File: src/rtl/wfs_pkg.sv
package wfs_pkg;
  typedef enum logic [1:0] {
    ST_COLLECT   = 2'd0,
    ST_DIV_START = 2'd1,
    ST_DIV_WAIT  = 2'd2,
    ST_DONE      = 2'd3
  } wfs_state_e;
endpackage

File: src/rtl/wfs_counter_bank.sv
module wfs_counter_bank #(
  parameter int N_IN  = 8,
  parameter int CNT_W = 16,
  parameter int FC_W  = 8,
  parameter int IDX_W = 3
) (
  input  logic             clk,
  input  logic             rst,
  input  logic             clr,
  input  logic             cnt_en,
  input  logic [N_IN-1:0]  launch,
  input  logic [N_IN-1:0]  capture,
  input  logic [FC_W-1:0]  fault_cnt,
  input  logic [IDX_W-1:0] rd_idx,
  output logic [CNT_W-1:0] rd_s0,
  output logic [CNT_W-1:0] rd_s1
);
  logic [CNT_W-1:0] s0_arr [N_IN];
  logic [CNT_W-1:0] s1_arr [N_IN];

  function automatic logic [CNT_W-1:0] sat_add(input logic [CNT_W-1:0] a,
                                              input logic [FC_W-1:0] b);
    logic [CNT_W:0] sum;
    sum = {1'b0, a} + (CNT_W+1)'(b);
    return sum[CNT_W] ? {CNT_W{1'b1}} : sum[CNT_W-1:0];
  endfunction

  for (genvar g = 0; g < N_IN; g++) begin : g_in
    logic [CNT_W-1:0] c0_q, c1_q;
    always_ff @(posedge clk) begin
      if (rst || clr) begin
        c0_q <= '0;
        c1_q <= '0;
      end else if (cnt_en && (launch[g] == capture[g])) begin
        if (capture[g]) c1_q <= sat_add(c1_q, fault_cnt);
        else            c0_q <= sat_add(c0_q, fault_cnt);
      end
    end
    assign s0_arr[g] = c0_q;
    assign s1_arr[g] = c1_q;
  end

  assign rd_s0 = s0_arr[rd_idx];
  assign rd_s1 = s1_arr[rd_idx];
endmodule

File: src/rtl/wfs_ratio_div.sv
module wfs_ratio_div #(
  parameter int NUM_W  = 16,
  parameter int FRAC_W = 16
) (
  input  logic              clk,
  input  logic              rst,
  input  logic              flush,
  input  logic              start,
  input  logic [NUM_W-1:0]  num,
  input  logic [NUM_W:0]    den,
  output logic              busy,
  output logic              res_valid,
  output logic [FRAC_W-1:0] quot
);
  localparam int R_W    = NUM_W + 2;
  localparam int STEP_W = $clog2(FRAC_W + 1);

  logic [R_W-1:0]    rem_q;
  logic [NUM_W:0]    den_q;
  logic [STEP_W-1:0] steps_q;
  logic [R_W-1:0]    shifted;
  logic              trial_ok;

  assign shifted  = rem_q << 1;
  assign trial_ok = shifted >= {1'b0, den_q};

  always_ff @(posedge clk) begin
    if (rst || flush) begin
      busy      <= 1'b0;
      res_valid <= 1'b0;
      quot      <= '0;
      rem_q     <= '0;
      den_q     <= '0;
      steps_q   <= '0;
    end else begin
      res_valid <= 1'b0;
      if (start && !busy) begin
        if (den == '0) begin
          quot      <= {1'b1, {(FRAC_W-1){1'b0}}};
          res_valid <= 1'b1;
        end else begin
          rem_q   <= R_W'(num);
          den_q   <= den;
          quot    <= '0;
          steps_q <= STEP_W'(FRAC_W);
          busy    <= 1'b1;
        end
      end else if (busy) begin
        rem_q   <= trial_ok ? (shifted - R_W'(den_q)) : shifted;
        quot    <= {quot[FRAC_W-2:0], trial_ok};
        steps_q <= steps_q - 1'b1;
        if (steps_q == STEP_W'(1)) begin
          busy      <= 1'b0;
          res_valid <= 1'b1;
        end
      end
    end
  end
endmodule

File: src/rtl/fault_weight_unit.sv
module fault_weight_unit
  import wfs_pkg::*;
#(
  parameter int N_IN    = 8,
  parameter int CNT_W   = 16,
  parameter int FC_W    = 8,
  parameter int W_FRAC  = 16,
  parameter int BASIS_W = 32,
  parameter int WARMUP  = 100
) (
  input  logic                     clk,
  input  logic                     rst,
  input  logic                     clr,
  input  logic                     basis_tick,
  input  logic                     test_valid,
  input  logic [N_IN-1:0]          launch_vec,
  input  logic [N_IN-1:0]          capture_vec,
  input  logic [FC_W-1:0]          fault_cnt,
  input  logic [BASIS_W-1:0]       stop_limit,
  output logic [N_IN*W_FRAC-1:0]   weight_out,
  output logic                     done
);
  localparam int IDX_W = (N_IN > 1) ? $clog2(N_IN) : 1;
  localparam logic [W_FRAC-1:0] HALF = {1'b1, {(W_FRAC-1){1'b0}}};

  wfs_state_e         state;
  logic [BASIS_W-1:0] basis_cnt;
  logic [IDX_W-1:0]   idx;
  logic               cnt_en;
  logic [CNT_W-1:0]   rd_s0, rd_s1;
  logic [CNT_W:0]     den;
  logic               div_busy, div_valid;
  logic [W_FRAC-1:0]  div_quot;

  assign cnt_en = (state == ST_COLLECT) && test_valid &&
                  (basis_cnt >= BASIS_W'(WARMUP)) && (basis_cnt < stop_limit);
  assign den    = {1'b0, rd_s0} + {1'b0, rd_s1};

  wfs_counter_bank #(.N_IN(N_IN), .CNT_W(CNT_W), .FC_W(FC_W), .IDX_W(IDX_W)) u_bank (
    .clk(clk), .rst(rst), .clr(clr), .cnt_en(cnt_en),
    .launch(launch_vec), .capture(capture_vec), .fault_cnt(fault_cnt),
    .rd_idx(idx), .rd_s0(rd_s0), .rd_s1(rd_s1)
  );

  wfs_ratio_div #(.NUM_W(CNT_W), .FRAC_W(W_FRAC)) u_div (
    .clk(clk), .rst(rst), .flush(clr), .start(state == ST_DIV_START),
    .num(rd_s1), .den(den), .busy(div_busy), .res_valid(div_valid), .quot(div_quot)
  );

  always_ff @(posedge clk) begin
    if (rst) begin
      state      <= ST_COLLECT;
      basis_cnt  <= '0;
      idx        <= '0;
      done       <= 1'b0;
      weight_out <= {N_IN{HALF}};
    end else if (clr) begin
      state     <= ST_COLLECT;
      basis_cnt <= '0;
      idx       <= '0;
      done      <= 1'b0;
    end else begin
      case (state)
        ST_COLLECT: begin
          if (basis_tick && (basis_cnt < stop_limit)) basis_cnt <= basis_cnt + 1'b1;
          if (basis_cnt >= stop_limit) begin
            state <= ST_DIV_START;
            idx   <= '0;
          end
        end
        ST_DIV_START: state <= ST_DIV_WAIT;
        ST_DIV_WAIT: begin
          if (div_valid) begin
            weight_out[idx*W_FRAC +: W_FRAC] <= div_quot;
            if (idx == IDX_W'(N_IN-1)) begin
              state <= ST_DONE;
              done  <= 1'b1;
            end else begin
              idx   <= idx + 1'b1;
              state <= ST_DIV_START;
            end
          end
        end
        default: state <= ST_DONE;
      endcase
    end
  end
endmodule

File: config.mk
export PLATFORM = sky130hd
export DESIGN_NAME = fault_weight_unit
export DESIGN_NICKNAME = d
export VERILOG_FILES = /design/src/rtl/wfs_pkg.sv /design/src/rtl/wfs_counter_bank.sv /design/src/rtl/wfs_ratio_div.sv /design/src/rtl/fault_weight_unit.sv
export SDC_FILE = /design/constraint.sdc
export NUM_CORES = 1
export LEC_CHECK = 0
export BUFFER_PORTS_ARGS = -buffer_cell sky130_fd_sc_hd__buf_2
export CORE_MARGIN = 2
export CORE_UTILIZATION = 55
export CTS_BUF_LIST = sky130_fd_sc_hd__clkbuf_2 sky130_fd_sc_hd__clkbuf_4 sky130_fd_sc_hd__clkbuf_8
export CTS_CLUSTER_SIZE = 20
export DETAILED_ROUTE_END_ITERATION = 6
export PLACE_DENSITY = 0.83
export SETUP_SLACK_MARGIN = 0.3
export SYNTH_ARGS = -nofsm -noshare
export SYNTH_HDL_FRONTEND = slang
export SYNTH_SLANG_ARGS = --single-unit
File: constraint.sdc
create_clock -name clk -period 7.26 [get_ports clk]
set_clock_uncertainty 0.1 [all_clocks]
set_input_delay 1.089 -clock clk [delete_from_list [all_inputs] [get_ports clk]]
set_output_delay 1.089 -clock clk [all_outputs]
set_load 0.01 [all_outputs]
==> impl.org <==
** Outcome
- Outcome :: finished with violations
- Violations in the final reports :: DRC

** Logic synthesis
- Count of unique library cells instantiated by Yosys :: 81
- Gate count of the mapped netlist :: 3579
- Post-synth top flop :: dfxtp_1
- In this run the cell area of the synthesized design comes to 0.02933 sq mm.
- A synthesized cell averages 8.194 sq um.
- Of the post-synthesis cell area, the part taken by muxes is 6.148%.
- After Yosys synthesis, full adders, half adders and majority gates account for 9.804% of the synthesized area.
- Share of the synthesized netlist area taken by xor and xnor gates :: 4.211%
- Register bit count reported by yosys :: 479
- Total of warnings raised by yosys :: 0
- Post-synth ARST share :: 0%
- Sequential cells were found to cover 32.70% of the synthesized design area.
- Post-synthesis compound-gate area fraction :: 20.08%
- By area, the combinational part of the netlist is dominated by simple AND/OR/NAND/NOR gates.
- Post-Synthesis Net Count :: 3859
- Of the total synthesized cell area, the portion taken by AND, OR, NAND and NOR gates is 22.07%.
- The synthesized design contains 0 enable-type register cells.

** Setup path
- STA classifies the critical path startpoint as a flip-flop.
- Across all register-to-register paths, the minimum setup slack is 1.59 ns.
- Capturing element type of the critical path :: flip-flop
- Crit path max fanout :: 56
- The kind of cell with the highest combined delay along the critical path is compound AO/OA/AOI/OAI gates.
- The signal on the critical path passes through buf_12, mux4_2, nand2_1, nand2_1, ha_1, a21o_1, a221oi_1, nor2_1, o31a_1, o22ai_1, nor4_4, o21ai_2, mux2i_1, nor2_1.
- Cells on worst reg2reg path :: 14
- The startpoint identified for the worst register-to-register timing path is idx[0].
- Largest stage delay on the critical path :: 0.94 ns
- STA puts the critical path data required time at 7.70 ns.
- Classification of the worst setup path :: reg -> reg
- On the critical path, the stage with the largest delay is an instance of dfxtp_4.
- Together, buffers and inverters on the worst path number 1.
- The endpoint identified for the worst register-to-register timing path is u_div.rem_q[6].
- At the worst endpoint, the arrival time is 6.10 ns.

** Pwr
- Share of total power consumed by net switching :: 24.22%
- Portion of total power attributed to sequential cells :: 47.0%
- The clock network is responsible for 49.2% of the overall power.
- Of the total power, combinational logic draws 3.8%.
- Total power :: 5593 uW
- Internal power comes to 4239 uW.
- Leak :: 0.01266 uW
- Total power per unit cell area :: 171.8 mW/mm^2
- Peak supply drop :: 0.1309 mV
- For this design the total switching power over the nets is 1354 uW.

** Min path
- In this run the most critical hold path is launched from weight_out[78].
- Worst Hold End :: weight_out[78]
- Worst Hold Depth :: 2
- The tightest min-delay check is of the reg -> reg type.

** Detailed routing
- Detailed-router iteration count before antenna repair :: 7
- Summing over every cut layer, the via total after detailed routing is 27.94k.
- WL met2 :: 38.75 mm
- Per-cell via count in the routed design :: 6.308
- Met3 wirelength from detailed routing :: 6.956 mm
- The highest layer touched by signal routing is met4.
- Sum of routed wire segments on met1 :: 35.50 mm
- After detailed routing, the number of remaining DRC violations is 3.
- WL/cell :: 19.27 um
- In this run, the number of DRC markers left after iteration 0 of detailed routing was 3004.
- Total detailed-routing wirelength :: 85.33 mm
- The count of nets left with antenna violations once routing finished came out at 0.

** Timing
- Setup repair after global routing missed its margin :: false
- Number of hold violations in the final report :: 0
- Count of pins over their slew limit :: 0
- After layout, the minimum clock period comes to 5.666 ns.
- Derived from the worst setup path, the maximum achievable clock frequency is 176.5 MHz.
- Count of endpoints failing setup in the final report :: 0
- Relative slew slack :: 19.73%
- Post-route setup TNS :: 0 ns
- In the finished design, the share of the clock period the worst path needs comes to 78.04%.
- Transition time at the pin with the least slew margin :: 1.204 ns

** GRT
- Aggregate global-route resource usage :: 29.97%
- Largest net degree at the start of global routing :: 174
- Global routing finished with a remaining overflow of 0.
- Global-route wire length before repair :: 136.6 mm
- Vias in the first global route :: 25.94k
- The number of antenna violations at the first check in global routing was 3.

** CTS
- Worst-skew pair later-pin latency :: 0.71 ns
- TritonCTS built the clock tree.
- # resized after CTS :: 0
- Number of clock buffers inserted by TritonCTS :: 83
- Cell at the root of the clock tree :: clkbuf_8
- The H-tree was split into 3 levels.
- Longest Clk Path Bufs :: 3
- Post-CTS timing repair inserted 0 buffers for setup.
- Clock-pin slew of the registers on the worst-case setup and hold paths :: 0.06 ns
- Hold repair after CTS inserted 0 buffers.
- Sinks on Clock Net :: 479

** Finish
- Summing all multi-input logic gate instances after layout gives 0.01835 sq mm.
- Fillers :: 4437
- P&R area growth vs syn :: 11.01%
- Storage element area :: 0.009594 sq mm
- Cells with a size suffix above 1 make up 13.40% of the layout.
- The final layout contains 3956 nets.
- Share of the core filled with cells in the final layout :: 61.83%

** Floorplanning
- Standard-cell rows :: 84
- Die width :: 234.9 um
- The die is 234.9 um tall.
- The floorplan step defined a die boundary enclosing 0.05519 sq mm.
- Initial standard-cell utilization of the core :: 55.70%
- Total core area :: 0.05266 sq mm
- Boundary pin count :: 190

** Placement
- The congestion estimate from routability-driven global placement came to 0.9414.
- Port Buffers :: 189
- Half-perimeter wire length of the detailed placement result :: 59.63 mm

** Flow run
- Max-cap viol count :: 0
-- tightest hold or removal path, stage by stage, from the launching register on --
cell	delay (ns)
dfxtp_1	0.30
nand2_1	0.05
a21oi_1	0.05
-- flip-flops by register name (all words and copies together), names as in the netlist --
signal            cells
idx                   3
u_div.steps_q         5
u_div.rem_q          17
state                 2
u_div.res_valid       1
basis_cnt            32
u_div.quot           16
u_bank.g_in.c1_q    128
u_div.busy            1
u_div.den_q          17
done                  1
u_bank.g_in.c0_q    128
weight_out          128
-- Yosys cell counts (9+ instances only) --
| cell type | instances | area [sq um] |
|---|---|---|
| dfxtp_1 | 479 | 9589 |
| nand2_1 | 374 | 1404 |
| nor2_1 | 372 | 1396 |
| a21oi_1 | 317 | 1587 |
| ha_1 | 201 | 2515 |
| clkbuf_1 | 191 | 716.9 |
| inv_1 | 174 | 653.1 |
| nand3_1 | 144 | 720.7 |
| nor3_1 | 123 | 615.6 |
| o21ai_0 | 123 | 615.6 |
| a311oi_1 | 119 | 1042 |
| and3_1 | 74 | 462.9 |
| xor2_1 | 72 | 630.6 |
| xnor2_1 | 69 | 604.3 |
| mux4_2 | 64 | 1441 |
| a21o_1 | 53 | 397.9 |
| nand4_1 | 48 | 300.3 |
| a31oi_1 | 44 | 275.3 |
| a211oi_1 | 43 | 322.8 |
| nor2b_1 | 41 | 256.5 |
| mux2i_1 | 35 | 350.3 |
| o21a_1 | 33 | 247.7 |
| nand2b_1 | 32 | 200.2 |
| o211ai_1 | 29 | 217.7 |
| nor4_1 | 28 | 175.2 |
| and2_1 | 26 | 162.7 |
| and4_1 | 22 | 192.7 |
| or2_2 | 19 | 118.9 |
| fa_1 | 18 | 360.4 |
| a21boi_0 | 16 | 120.1 |
| buf_1 | 14 | 52.55 |
| a211o_1 | 10 | 87.58 |
| nor3b_1 | 10 | 75.07 |
| a41oi_1 | 9 | 78.83 |
| o31ai_1 | 9 | 67.56 |
-- layout make-up --
cell class / count / share of cell area, %
antenna: 2 / 0.01537
timing repair buffer: 225 / 3.820
inverter: 174 / 2.006
tap: 688 / 2.644
sequential: 479 / 29.47
multi-input combinational: 2713 / 56.35
clock inverter: 20 / 0.7379
clock buffer: 128 / 4.950
-- kinds of logic after synthesis --
| kind of cell | after synthesis |
|---|---|
| simple gates | 1357 |
| buf+inv | 387 |
| fa+ha+maj | 219 |
| compound gates | 896 |
| mux | 100 |
| flops | 479 |
| xor+xnor | 141 |
-- how the worst max path moves through the flow --
stage,startpoint,end,depth (start not counted)
floorplan,idx[0],u_div.rem_q[10],18
global placement,idx[0],u_div.rem_q[14],15
detailed placement,idx[0],u_div.rem_q[10],15
CTS,idx[0],u_div.rem_q[6],14
global route,idx[0],u_div.rem_q[10],15
finish,idx[0],u_div.rem_q[6],14
-- stage by stage --
stage	setup slack, ns	instances	hold WS [ns]	cell area, sq um
final	1.594	4429	0.3500	32560
after global routing	1.301	4429	0.3678	32560
after CTS	1.704	4427	0.3518	32550
after detailed placement	1.765	4279	0.3433	30700
after global placement	1.812	4279	0.3393	30700
after floorplan	2.080	3579	0.3424	29330
-- power groups by stage --
stage / clock network (uW) / logic, uW / registers, uW
after floorplan: 0 / 132 / 2690
after detailed placement: 0 / 206 / 2690
after CTS: 2770 / 207 / 2630
after global routing: 2890 / 231 / 2630
final: 2750 / 210 / 2630
after global placement: 0 / 201 / 2690
-- layout by cell type (no fill, tap or decap), types with 64 or more instances in the layout --
cell type	count
nor3_1	119
nor2_1	369
ha_1	201
clkbuf_8	104
buf_2	188
dfxtp_1	477
inv_1	174
o21ai_0	122
and3_1	74
xor2_1	72
nand2_1	374
nand3_1	143
xnor2_1	69
mux4_2	64
a21oi_1	317
a311oi_1	119
-- metal layers --
metal | GRT usage [%] | up-vias
met5 | 0 | -
met4 | 15.21 | 0
met3 | 4.723 | 254
met2 | 47.83 | 1313
met1 | 39.36 | 13140
li1 | - | 13230
Note: power is estimated with default switching activity, not from simulation.
